**src/rtl/sfifo_pkg.sv**
```systemverilog
package sfifo_pkg;

   // storage implementation variants
   typedef enum logic {
      STORE_BANK  = 1'b0,   // one register per entry, explicit read mux
      STORE_ARRAY = 1'b1    // single inferred array
   } store_style_e;

   // drive a pin from an internal flag under a polarity select
   function automatic logic drive_level(input logic flag, input logic active_high);
      return active_high ? flag : ~flag;
   endfunction

endpackage

```
**src/rtl/sfifo_store.sv**
```systemverilog
module sfifo_store #(
   parameter int                     WORD_W = 15,
   parameter int                     ADDR_W = 4,
   parameter sfifo_pkg::store_style_e STYLE  = sfifo_pkg::STORE_BANK
) (
   input  logic              clk,
   input  logic              wr_en,
   input  logic [ADDR_W-1:0] wr_addr,
   input  logic [WORD_W-1:0] wr_word,
   input  logic [ADDR_W-1:0] rd_addr,
   output logic [WORD_W-1:0] rd_word
);

   localparam int DEPTH = 1 << ADDR_W;

   initial begin
      assert (WORD_W >= 1) else $error("sfifo_store: WORD_W must be at least 1");
      assert (ADDR_W >= 1 && ADDR_W <= 10) else $error("sfifo_store: ADDR_W out of range");
   end

   generate
      if (STYLE == sfifo_pkg::STORE_BANK) begin : g_bank
         logic [DEPTH-1:0][WORD_W-1:0] ent_w;
         for (genvar i = 0; i < DEPTH; i++) begin : g_ent
            logic [WORD_W-1:0] word_q;
            always_ff @(posedge clk) begin
               if (wr_en && (wr_addr == ADDR_W'(i))) begin
                  word_q <= wr_word;
               end
            end
            assign ent_w[i] = word_q;
         end
         assign rd_word = ent_w[rd_addr];
      end else begin : g_array
         logic [WORD_W-1:0] mem [DEPTH];
         always_ff @(posedge clk) begin
            if (wr_en) begin
               mem[wr_addr] <= wr_word;
            end
         end
         assign rd_word = mem[rd_addr];
      end
   endgenerate

endmodule

```
**src/rtl/sfifo_ctrl.sv**
```systemverilog
module sfifo_ctrl #(
   parameter int ADDR_W    = 4,
   parameter int THR_W     = 4,
   parameter int LVL_SHIFT = 1
) (
   input  logic              clk,
   input  logic              rst_n,
   input  logic              en,
   input  logic              wr_req,
   input  logic              rd_req,
   input  logic [THR_W-1:0]  thr_code,
   output logic [ADDR_W-1:0] wr_addr,
   output logic [ADDR_W-1:0] rd_addr,
   output logic              wr_fire,
   output logic              rd_fire,
   output logic              irq_flag,
   output logic              full_flag,
   output logic              ovf_sticky
);

   localparam int PTR_W = ADDR_W + 1;              // extra bit tells full from empty
   localparam int LVL_W = THR_W + LVL_SHIFT;
   localparam int CMP_W = (PTR_W > LVL_W) ? PTR_W : LVL_W;
   localparam logic [PTR_W-1:0] DEPTH_V = {1'b1, {ADDR_W{1'b0}}};
   localparam logic [PTR_W-1:0] ONE_P   = {{ADDR_W{1'b0}}, 1'b1};

   initial begin
      assert (THR_W >= 1) else $error("sfifo_ctrl: THR_W must be at least 1");
      assert (LVL_SHIFT >= 0 && LVL_SHIFT <= 4) else $error("sfifo_ctrl: LVL_SHIFT out of range");
   end

   logic [PTR_W-1:0] wr_ptr, rd_ptr, fill, fill_nxt;
   logic [CMP_W-1:0] fill_cmp, lvl_cmp;
   logic             empty, at_level, irq_q, sticky_q;

   assign fill      = wr_ptr - rd_ptr;
   assign empty     = (fill == '0);
   assign full_flag = (fill == DEPTH_V);
   assign rd_fire   = en & rd_req & ~empty;
   assign wr_fire   = en & wr_req & (~full_flag | rd_fire);
   assign wr_addr   = wr_ptr[ADDR_W-1:0];
   assign rd_addr   = rd_ptr[ADDR_W-1:0];

   always_comb begin
      fill_nxt = fill;
      if (wr_fire && !rd_fire) begin
         fill_nxt = fill + ONE_P;
      end else if (rd_fire && !wr_fire) begin
         fill_nxt = fill - ONE_P;
      end
   end

   assign fill_cmp = CMP_W'(fill_nxt);
   assign lvl_cmp  = CMP_W'(thr_code) << LVL_SHIFT;
   assign at_level = (fill_cmp >= lvl_cmp);

   always_ff @(posedge clk or negedge rst_n) begin
      if (!rst_n) begin
         wr_ptr <= '0;
         rd_ptr <= '0;
      end else if (!en) begin
         wr_ptr <= '0;
         rd_ptr <= '0;
      end else begin
         if (wr_fire) wr_ptr <= wr_ptr + ONE_P;
         if (rd_fire) rd_ptr <= rd_ptr + ONE_P;
      end
   end

   // interrupt: set on reaching the level, released only by a read below it
   always_ff @(posedge clk or negedge rst_n) begin
      if (!rst_n) begin
         irq_q <= 1'b0;
      end else if (!en) begin
         irq_q <= 1'b0;
      end else if (rd_fire) begin
         irq_q <= at_level;
      end else if (at_level) begin
         irq_q <= 1'b1;
      end
   end

   always_ff @(posedge clk or negedge rst_n) begin
      if (!rst_n) begin
         sticky_q <= 1'b0;
      end else if (!en) begin
         sticky_q <= 1'b0;
      end else if (fill_nxt == DEPTH_V) begin
         sticky_q <= 1'b1;
      end
   end

   assign irq_flag   = irq_q;
   assign ovf_sticky = sticky_q;

   assert_count_bound_R7: assert property (@(posedge clk) disable iff (!rst_n)
      fill <= DEPTH_V);

   assert_drop_when_full_R7: assert property (@(posedge clk) disable iff (!rst_n)
      en && wr_req && full_flag && !rd_req |=> wr_ptr == $past(wr_ptr));

   assert_empty_read_hold_R4: assert property (@(posedge clk) disable iff (!rst_n)
      en && rd_req && empty |=> rd_ptr == $past(rd_ptr));

   assert_irq_release_R6: assert property (@(posedge clk) disable iff (!rst_n)
      $fell(irq_q) |-> ($past(rd_fire) || !$past(en)));

   assert_sticky_hold_R8: assert property (@(posedge clk) disable iff (!rst_n)
      en && sticky_q |=> sticky_q);

   assert_disable_clears_R2: assert property (@(posedge clk) disable iff (!rst_n)
      !en |=> (fill == '0) && !irq_q && !sticky_q);

endmodule

```
**src/rtl/sfifo_pin_drv.sv**
```systemverilog
module sfifo_pin_drv #(
   parameter int N = 2
) (
   input  logic [N-1:0] flag,
   input  logic [N-1:0] active_high,
   output logic [N-1:0] pin
);

   initial begin
      assert (N >= 1) else $error("sfifo_pin_drv: N must be at least 1");
   end

   for (genvar i = 0; i < N; i++) begin : g_pin
      assign pin[i] = sfifo_pkg::drive_level(flag[i], active_high[i]);
   end

endmodule

```
**src/rtl/sample_irq_fifo.sv**
```systemverilog
module sample_irq_fifo #(
   parameter int                      DATA_W      = 14,
   parameter int                      ADDR_W      = 4,
   parameter int                      THR_W       = 4,
   parameter int                      LVL_SHIFT   = 1,
   parameter sfifo_pkg::store_style_e STORE_STYLE = sfifo_pkg::STORE_BANK
) (
   input  logic              clk,
   input  logic              rst_n,
   input  logic              fifo_en,
   input  logic [DATA_W-1:0] smp_data,
   input  logic              smp_oor,
   input  logic              smp_valid,
   input  logic              rd_req,
   input  logic [THR_W-1:0]  thr_code,
   input  logic              irq_pol,
   input  logic              ovf_pol,
   output logic [DATA_W-1:0] rd_data,
   output logic              rd_oor,
   output logic              irq_pin,
   output logic              ovf_pin,
   output logic              ovf_sticky
);

   localparam int WORD_W = DATA_W + 1;   // result plus out-of-range bit

   initial begin
      assert (DATA_W >= 1) else $error("sample_irq_fifo: DATA_W must be at least 1");
   end

   logic [ADDR_W-1:0] wr_addr, rd_addr;
   logic              wr_fire, rd_fire, irq_flag, full_flag;
   logic [WORD_W-1:0] in_word, store_word, out_q;
   logic [1:0]        pin_flags, pin_pols, pins;

   assign in_word = {smp_oor, smp_data};

   sfifo_ctrl #(
      .ADDR_W    (ADDR_W),
      .THR_W     (THR_W),
      .LVL_SHIFT (LVL_SHIFT)
   ) i_ctrl (
      .clk        (clk),
      .rst_n      (rst_n),
      .en         (fifo_en),
      .wr_req     (smp_valid),
      .rd_req     (rd_req),
      .thr_code   (thr_code),
      .wr_addr    (wr_addr),
      .rd_addr    (rd_addr),
      .wr_fire    (wr_fire),
      .rd_fire    (rd_fire),
      .irq_flag   (irq_flag),
      .full_flag  (full_flag),
      .ovf_sticky (ovf_sticky)
   );

   sfifo_store #(
      .WORD_W (WORD_W),
      .ADDR_W (ADDR_W),
      .STYLE  (STORE_STYLE)
   ) i_store (
      .clk     (clk),
      .wr_en   (wr_fire),
      .wr_addr (wr_addr),
      .wr_word (in_word),
      .rd_addr (rd_addr),
      .rd_word (store_word)
   );

   // output register: per-clock capture when disabled, popped word when enabled
   always_ff @(posedge clk or negedge rst_n) begin
      if (!rst_n) begin
         out_q <= '0;
      end else if (!fifo_en) begin
         out_q <= in_word;
      end else if (rd_fire) begin
         out_q <= store_word;
      end
   end

   assign rd_data = out_q[DATA_W-1:0];
   assign rd_oor  = out_q[DATA_W];

   assign pin_flags = {full_flag, irq_flag};
   assign pin_pols  = {ovf_pol, irq_pol};

   sfifo_pin_drv #(.N(2)) i_pins (
      .flag        (pin_flags),
      .active_high (pin_pols),
      .pin         (pins)
   );

   assign irq_pin = pins[0];
   assign ovf_pin = pins[1];

   assert_passthru_R2: assert property (@(posedge clk) disable iff (!rst_n)
      !fifo_en |=> {rd_oor, rd_data} == $past({smp_oor, smp_data}));

   assert_hold_without_read_R3: assert property (@(posedge clk) disable iff (!rst_n)
      fifo_en && !rd_req |=> $stable({rd_oor, rd_data}));

endmodule

```
**config.mk**
```make
export PLATFORM = sky130hd
export DESIGN_NAME = sample_irq_fifo
export DESIGN_NICKNAME = d
export VERILOG_FILES = /design/src/rtl/sfifo_pkg.sv /design/src/rtl/sfifo_store.sv /design/src/rtl/sfifo_ctrl.sv /design/src/rtl/sfifo_pin_drv.sv /design/src/rtl/sample_irq_fifo.sv
export SDC_FILE = /design/constraint.sdc
export NUM_CORES = 1
export LEC_CHECK = 0
export ABC_AREA = 1
export BUFFER_PORTS_ARGS = -buffer_cell sky130_fd_sc_hd__buf_2
export CORE_MARGIN = 3
export CORE_UTILIZATION = 46
export CTS_CLUSTER_SIZE = 14
export DETAILED_ROUTE_END_ITERATION = 8
export GPL_ROUTABILITY_DRIVEN = 1
export PLACE_DENSITY = 0.74
export SYNTH_ARGS = -nofsm -noshare
export SYNTH_HDL_FRONTEND = slang
export SYNTH_SLANG_ARGS = --single-unit
```
**constraint.sdc**
```tcl
create_clock -name clk -period 3.6 [get_ports clk]
set_input_delay 1.08 -clock clk [delete_from_list [all_inputs] [get_ports clk]]
set_output_delay 1.08 -clock clk [all_outputs]
set_load 0.005 [all_outputs]
```
==> out/summary.txt, run 1 <==
Worst EP required - 2.52 ns
Hold Crit Class - flop to flop
CTS root buf - clkbuf_16
Largest cells by area after synthesis - edfxtp_1 (63%), dfrtp_1 (5.9%), mux2i_1 (5.2%)
First-pass GRT wire length - 39600 µm
Setup violators final - 0
Gate Count Post-Synth - 889
Worst Tran Pin Value - 1.02 ns
Post-synth top cells - edfxtp_1 (240), a21oi_1 (95), inv_1 (90)
Status - finished, final reports clean
Mean post-synth cell area - 12.9 µm²
Power per standard cell area - 725 nW/µm²
Flops & latches, synth - 267
Skew final - 0.0141 ns
Final worst slack - 0.000232 ns
Yosys warning count - 0
Clk_lat worst skew - 0.54 ns
All-Layer GR Usage - 0.190
GPL Wtd Cong - 0.793
Share of cells above drive strength 1 - 0.171
Filler Cell Count - 1932
Die area - 26900 µm²
Post-Synthesis Cell Area - 11500 µm²
Vias - 7255
RSZ-0062 raised after global routing - yes
Hold Vio Cnt, Final - 0
Yosys top cell area share - 0.626
Vias in the first global route - 7177
Synth Flop Type - edfxtp_1
Area Overhead vs Synth - 14.7%
Clock Sink Count - 267
Initial antenna violation count - 0
Crit path time final - 3.60 ns
CTS Buffer Depth - 3
Register area - 7890 µm²
Drt pass-1 iters - 5
FP Rows - 57
Placed Cells incl. Taps - 1237
DR iter-0 viols - 854
Placed Area - 12200 µm²
Buffers on Ports - 43
Count leader, synth - edfxtp_1
Critical-path maximum fanout - 2
Ant diodes - 0
Antenna-violating nets left - 0
Die height - 164 µm
Post-DP HPWL - 15200 µm
Largest net degree at the start of global routing - 185
Maximum vdd drop - 404 µV
Synth Net Count - 931
Synth unique cells - 38
Startpoint types - flop
Seq/Total Area, Yosys - 0.685
Leakage - 4.77 nW
DR vias/cell - 5.60
Cell taking the most area after synthesis - edfxtp_1
Final Cycle Share - 1.00
TritonCTS buffer count - 28
Core area - 24500 µm²
Max Slew Vio Count - 0
CTS clk-pin slew, worst paths - 0.07 ns
Initial Util - 0.470
Number of synthesized flops with an enable pin - 240
Max H-tree Level - 1
Max-Cap Viols - 0
Worst setup EP type - output port
Finished Layout Cells - 1296
CTS tree - done
Fin area - 13200 µm²
Drt drc - 0
Area of the multi-input gates - 3080 µm²
DR WL/cell - 19.8 µm
Asr flop ratio synth - 0.101
CP Data Arrival Time - 2.52 ns
Pre-CTS WS - 0.198 ns
Die Span X - 164 µm
Final net count - 992
I/O Pins - 44
Worst rel slew slack - 0.320
Max Fclk - 278 MHz
Final wirelength - 25600 µm
WHS - 0.487 ns
Total grt overflow - 0
Setup CP Type - flop to output port
## path summary, 6_finish.rpt
| check | start | end | slack (ns) | depth (start not counted) |
|---|---|---|---|---|
| worst min-delay path | out_q[13] | out_q[13] | 0.49 | 2 |
| worst max register to register | i_ctrl.rd_ptr[0] | i_ctrl.irq_flag | 0.37 | 17 |
| max in group asynchronous | rst_n | i_ctrl.rd_ptr[0] | 2.47 | 1 |
| min in group asynchronous | rst_n | i_ctrl.ovf_sticky | 0.60 | 1 |
| worst min register to register | out_q[13] | out_q[13] | 0.49 | 2 |
| worst max-delay path | i_ctrl.rd_ptr[0] | ovf_pin | 0.0002 | 10 |
## state kept, by name, indices dropped and copies added, names as in the netlist
name	flops
i_ctrl.irq_flag	1
out_q	15
i_ctrl.ovf_sticky	1
i_ctrl.wr_ptr	5
i_store.g_bank.g_ent.word_q	240
i_ctrl.rd_ptr	5
## per-layer routing
layer  vias to the layer above  track usage  routed length (µm)  part of all wire
met2                       288        0.314               12200              0.48
met1                      3527        0.260               10800              0.42
met3                        58       0.0277                1870             0.073
met5                         -            0                   0                 0
met4                         0       0.0634                 730             0.028
li1                       3382            -                   -                 -
## stage by stage
stage	utilization	setup TNS (ns)	power, mW
after global routing	0.539	-0.0836	10.0
final	0.539	0	9.57
after floorplan	-	0	5.86
after detailed placement	0.498	0	6.57
after global placement	0.498	0	6.49
after CTS	0.539	0	9.55
## cells in the final DEF, fill, tap and decap left out, types with 3 or more instances in the layout
cell	n
o21ai_1	12
o211ai_1	61
buf_12	3
mux2i_1	60
nor2_1	14
xnor2_1	4
bufinv_16	3
nand4_1	4
inv_1	88
clkinv_1	4
ha_1	13
edfxtp_1	240
nor2_2	10
nor3_1	4
a21oi_1	95
inv_2	4
nand2_1	53
clkinv_2	14
nand2_4	4
dfrtp_1	25
o21ai_0	89
buf_2	43
nand2_2	4
nand3_1	30
xor2_1	4
buf_4	35
clkbuf_16	29
## where the power goes
part           leakage (nW)  internal [mW]  total, mW  switching (mW)
combinational          1.79           1.18       3.10            1.92
sequential             2.51           3.53       3.61          0.0819
clock                 0.474           1.69       2.86            1.17
total                  4.77           6.39       9.57            3.17
## critical path: stages (launching register included)
cell and delay (ns):
dfrtp_4 0.49, ha_4 0.18, fa_2 0.57, ha_4 0.13, inv_2 0.04, nor2_4 0.09
inv_2 0.07, nor2_8 0.09, nand2_4 0.06, xor2_1 0.13, buf_2 0.12
## cell families (layout without fill, tap and decap cells)
kind of cell,count (synthesis),after routing,synth area share
xor+xnor,8,8,0.00609
simple gates,130,130,0.0563
mux,60,60,0.0522
buf+inv,144,227,0.0513
fa+ha+maj,16,16,0.0181
compound gates,264,264,0.131
flops,267,267,0.685
## area by class of cell
cell class,count,area share
clock inverter,23,0.0152
clock buffer,29,0.0550
sequential,267,0.598
multi-input combinational,478,0.234
timing repair buffer,81,0.0408
tap,324,0.0307
inverter,94,0.0269
## timing repair
item | in CTS | in global routing
setup endpoints to repair | 1 | 1
hold buffers | 0 | 0
gates resized for setup | 7 | 2
pin swaps | 3 | 2
setup buffers | 6 | 1
Power figures use the tool's default switching activity.
==> run 2, diff against run 1 <==
--- a/config.mk
+++ b/config.mk
@@ -7,12 +7,14 @@
 export LEC_CHECK = 0
 export ABC_AREA = 1
 export BUFFER_PORTS_ARGS = -buffer_cell sky130_fd_sc_hd__buf_2
+export CELL_PAD_IN_SITES_DETAIL_PLACEMENT = 0
+export CELL_PAD_IN_SITES_GLOBAL_PLACEMENT = 1
 export CORE_MARGIN = 3
 export CORE_UTILIZATION = 46
 export CTS_CLUSTER_SIZE = 14
 export DETAILED_ROUTE_END_ITERATION = 8
 export GPL_ROUTABILITY_DRIVEN = 1
-export PLACE_DENSITY = 0.74
+export PLACE_DENSITY = 0.84
 export SYNTH_ARGS = -nofsm -noshare
 export SYNTH_HDL_FRONTEND = slang
 export SYNTH_SLANG_ARGS = --single-unit
==> run 2 against run 1 <==
The flow now finishes with violations (negative setup slack). Utilization down 0.28 points. Maximum frequency fell by 0.54%. Sequential share of layout area increased by 0.31 points. Count of clock-buffer cells in the layout rose by 11. Cell count increased by 0.31%. Wire length shrank 0.60%. Die area unchanged. Global-route usage increased by 0.13 points. Critical endpoint unchanged. Critical path depth did not move. Sequential power barely moved. Setup slack worse by 0.019 ns.
==> out/summary.txt, run 2 (synthesized netlist as in run 1, its figures left out) <==
Worst setup EP type - output port
CTS Buffer Depth - 3
CTS tree - done
Status - finished with violations
Fin area - 13100 µm²
Core area - 24500 µm²
Post-DP HPWL - 15000 µm
Crit path top cell by count - inv_2
TritonCTS buffer count - 26
CP max stage delay - 0.55 ns
Share of cells above drive strength 1 - 0.156
First-pass GRT wire length - 39600 µm
Vias in the first global route - 7072
Pre-CTS WS - 0.216 ns
Final Cycle Share - 1.01
Switching power - 3.00 mW
Critical-path maximum fanout - 2
Area Overhead vs Synth - 14.1%
Pint - 6.24 mW
Crit path time final - 3.62 ns
Drt drc - 0
RR Startpoint - i_ctrl.rd_ptr[0]
Setup violators final - 1
GPL Wtd Cong - 0.787
Hold Crit Class - flop to flop
I/O Pins - 44
Final net count - 999
Violations in the final reports - negative setup slack
CTS root buf - clkbuf_16
Worst EP required - 2.52 ns
Largest net degree at the start of global routing - 185
DR WL/cell - 19.6 µm
Maximum vdd drop - 674 µV
Largest register FFs - 240
WHS - 0.477 ns
Post-route setup TNS - -0.0192 ns
Worst rel slew slack - 0.363
Die Span X - 164 µm
R2R Setup Slk - 0.50 ns
Initial antenna violation count - 2
Setup CP Type - flop to output port
Initial Util - 0.470
Most frequent cells in the layout - edfxtp_1 (240), a21oi_1 (95), o21ai_0 (89), inv_1 (88), o211ai_1 (61)
CP max-delay cell - fa_2
Critical hold path startpoint - out_q[11]
Total Power - 9.24 mW
CTS Hold Bufs - 0
Placed Area - 12200 µm²
Leakage - 4.73 nW
Finished Layout Cells - 1300
Placed Cells incl. Taps - 1246
Drt pass-1 iters - 5
Critical Path Source - i_ctrl.rd_ptr[0]
DR iter-0 viols - 684
Largest Register - i_store.g_bank.g_ent.word_q
Worst Tran Pin Value - 0.955 ns
Reg power frac - 0.390
Clock Sink Count - 267
Post-layout util - 0.537
Worst Reg-to-Reg Cells - 18
Clock share of power - 0.282
Die height - 164 µm
CP Data Arrival Time - 2.54 ns
Buffers on Ports - 43
Skew final - 0.0190 ns
Vias - 7161
Power per standard cell area - 704 nW/µm²
Final worst slack - -0.0192 ns
DR vias/cell - 5.51
Max-Cap Viols - 0
Max H-tree Level - 1
Die area - 26900 µm²
Hold endpoint - out_q[11]
Reg-to-Reg End - i_ctrl.irq_flag
Max Slew Vio Count - 0
RSZ-0062 raised after global routing - yes
Most common cell after layout, fill and taps aside - edfxtp_1
Sw frac - 0.325
Combinational power share - 0.329
All-Layer GR Usage - 0.192
Critical Path, Cell by Cell - ha_4, fa_2, ha_2, inv_2, nor2_4, inv_2, nor2_8, nand2_4, xor2_1, buf_2
Hold path depth - 2
Startpoint types - flop
Antenna-violating nets left - 0
Clk_lat worst skew - 0.52 ns
Max Fclk - 276 MHz
Total grt overflow - 0
Biggest regs - i_store.g_bank.g_ent.word_q x240, out_q x15
Hold Vio Cnt, Final - 0
FP Rows - 57
CTS clk-pin slew, worst paths - 0.06 ns
Final wirelength - 25500 µm
[run 2: cell types whose count changed in the layout (fill, tap and decap cells not counted), sizes merged]
cell and change:
inv -4, clkinvlp +1, bufinv -2, clkbuf +11
buf +9, diode +1, clkinv -12
[run 2: how the worst max path moves through the flow]
stage	endpoint	slack, ns	cells after the start
floorplan	i_store.g_bank.g_ent[0].word_q[0]	0.25	11
global placement	ovf_pin	0.26	11
detailed placement	ovf_pin	0.22	11
CTS	ovf_pin	-0.04	10
global route	ovf_pin	-0.15	10
finish	ovf_pin	-0.02	10
[run 2: final cells by class]
cell class / instances / area (µm²)
fillers: 1962 / 11300
diodes: 1 / 2.50
clock inverters: 6 / 50.0
multi-input cells: 478 / 3060
flip-flops and latches: 267 / 7890
clock buffers: 40 / 774
well taps: 324 / 405
inverters: 94 / 357
repair buffers: 90 / 593
[run 2: power by group through the flow]
stage	clock network [mW]	logic, mW	registers [mW]
global route	2.78	3.39	3.62
CTS	2.64	3.02	3.60
global placement	0	2.88	3.66
floorplan	0	2.19	3.66
detailed placement	0	2.92	3.67
finish	2.60	3.04	3.60
[run 2: per-layer routing]
| metal | wire length, µm | GRT usage | part of all wire |
|---|---|---|---|
| met5 | 12 | 0 | 0.00047 |
| met4 | 868 | 0.0677 | 0.034 |
| met3 | 1470 | 0.0315 | 0.058 |
| met2 | 12600 | 0.323 | 0.49 |
| met1 | 10500 | 0.252 | 0.41 |
[run 2: timing repair]
action | 4_1_cts | 5_1_grt
endpoints found under the setup margin | 1 | 1
gates resized for setup | 4 | 3
buffers inserted | 6 | 1
pin swaps | 5 | 0
[run 2: critical path: cells and delay by family (launching register included)]
family / cells / cell delay, ns
xor gates and xnor gates: 1 / 0.13
adders and majority gates: 3 / 0.89
buffers and inverters: 3 / 0.24
DFF: 1 / 0.49
and+or+nand+nor: 3 / 0.27
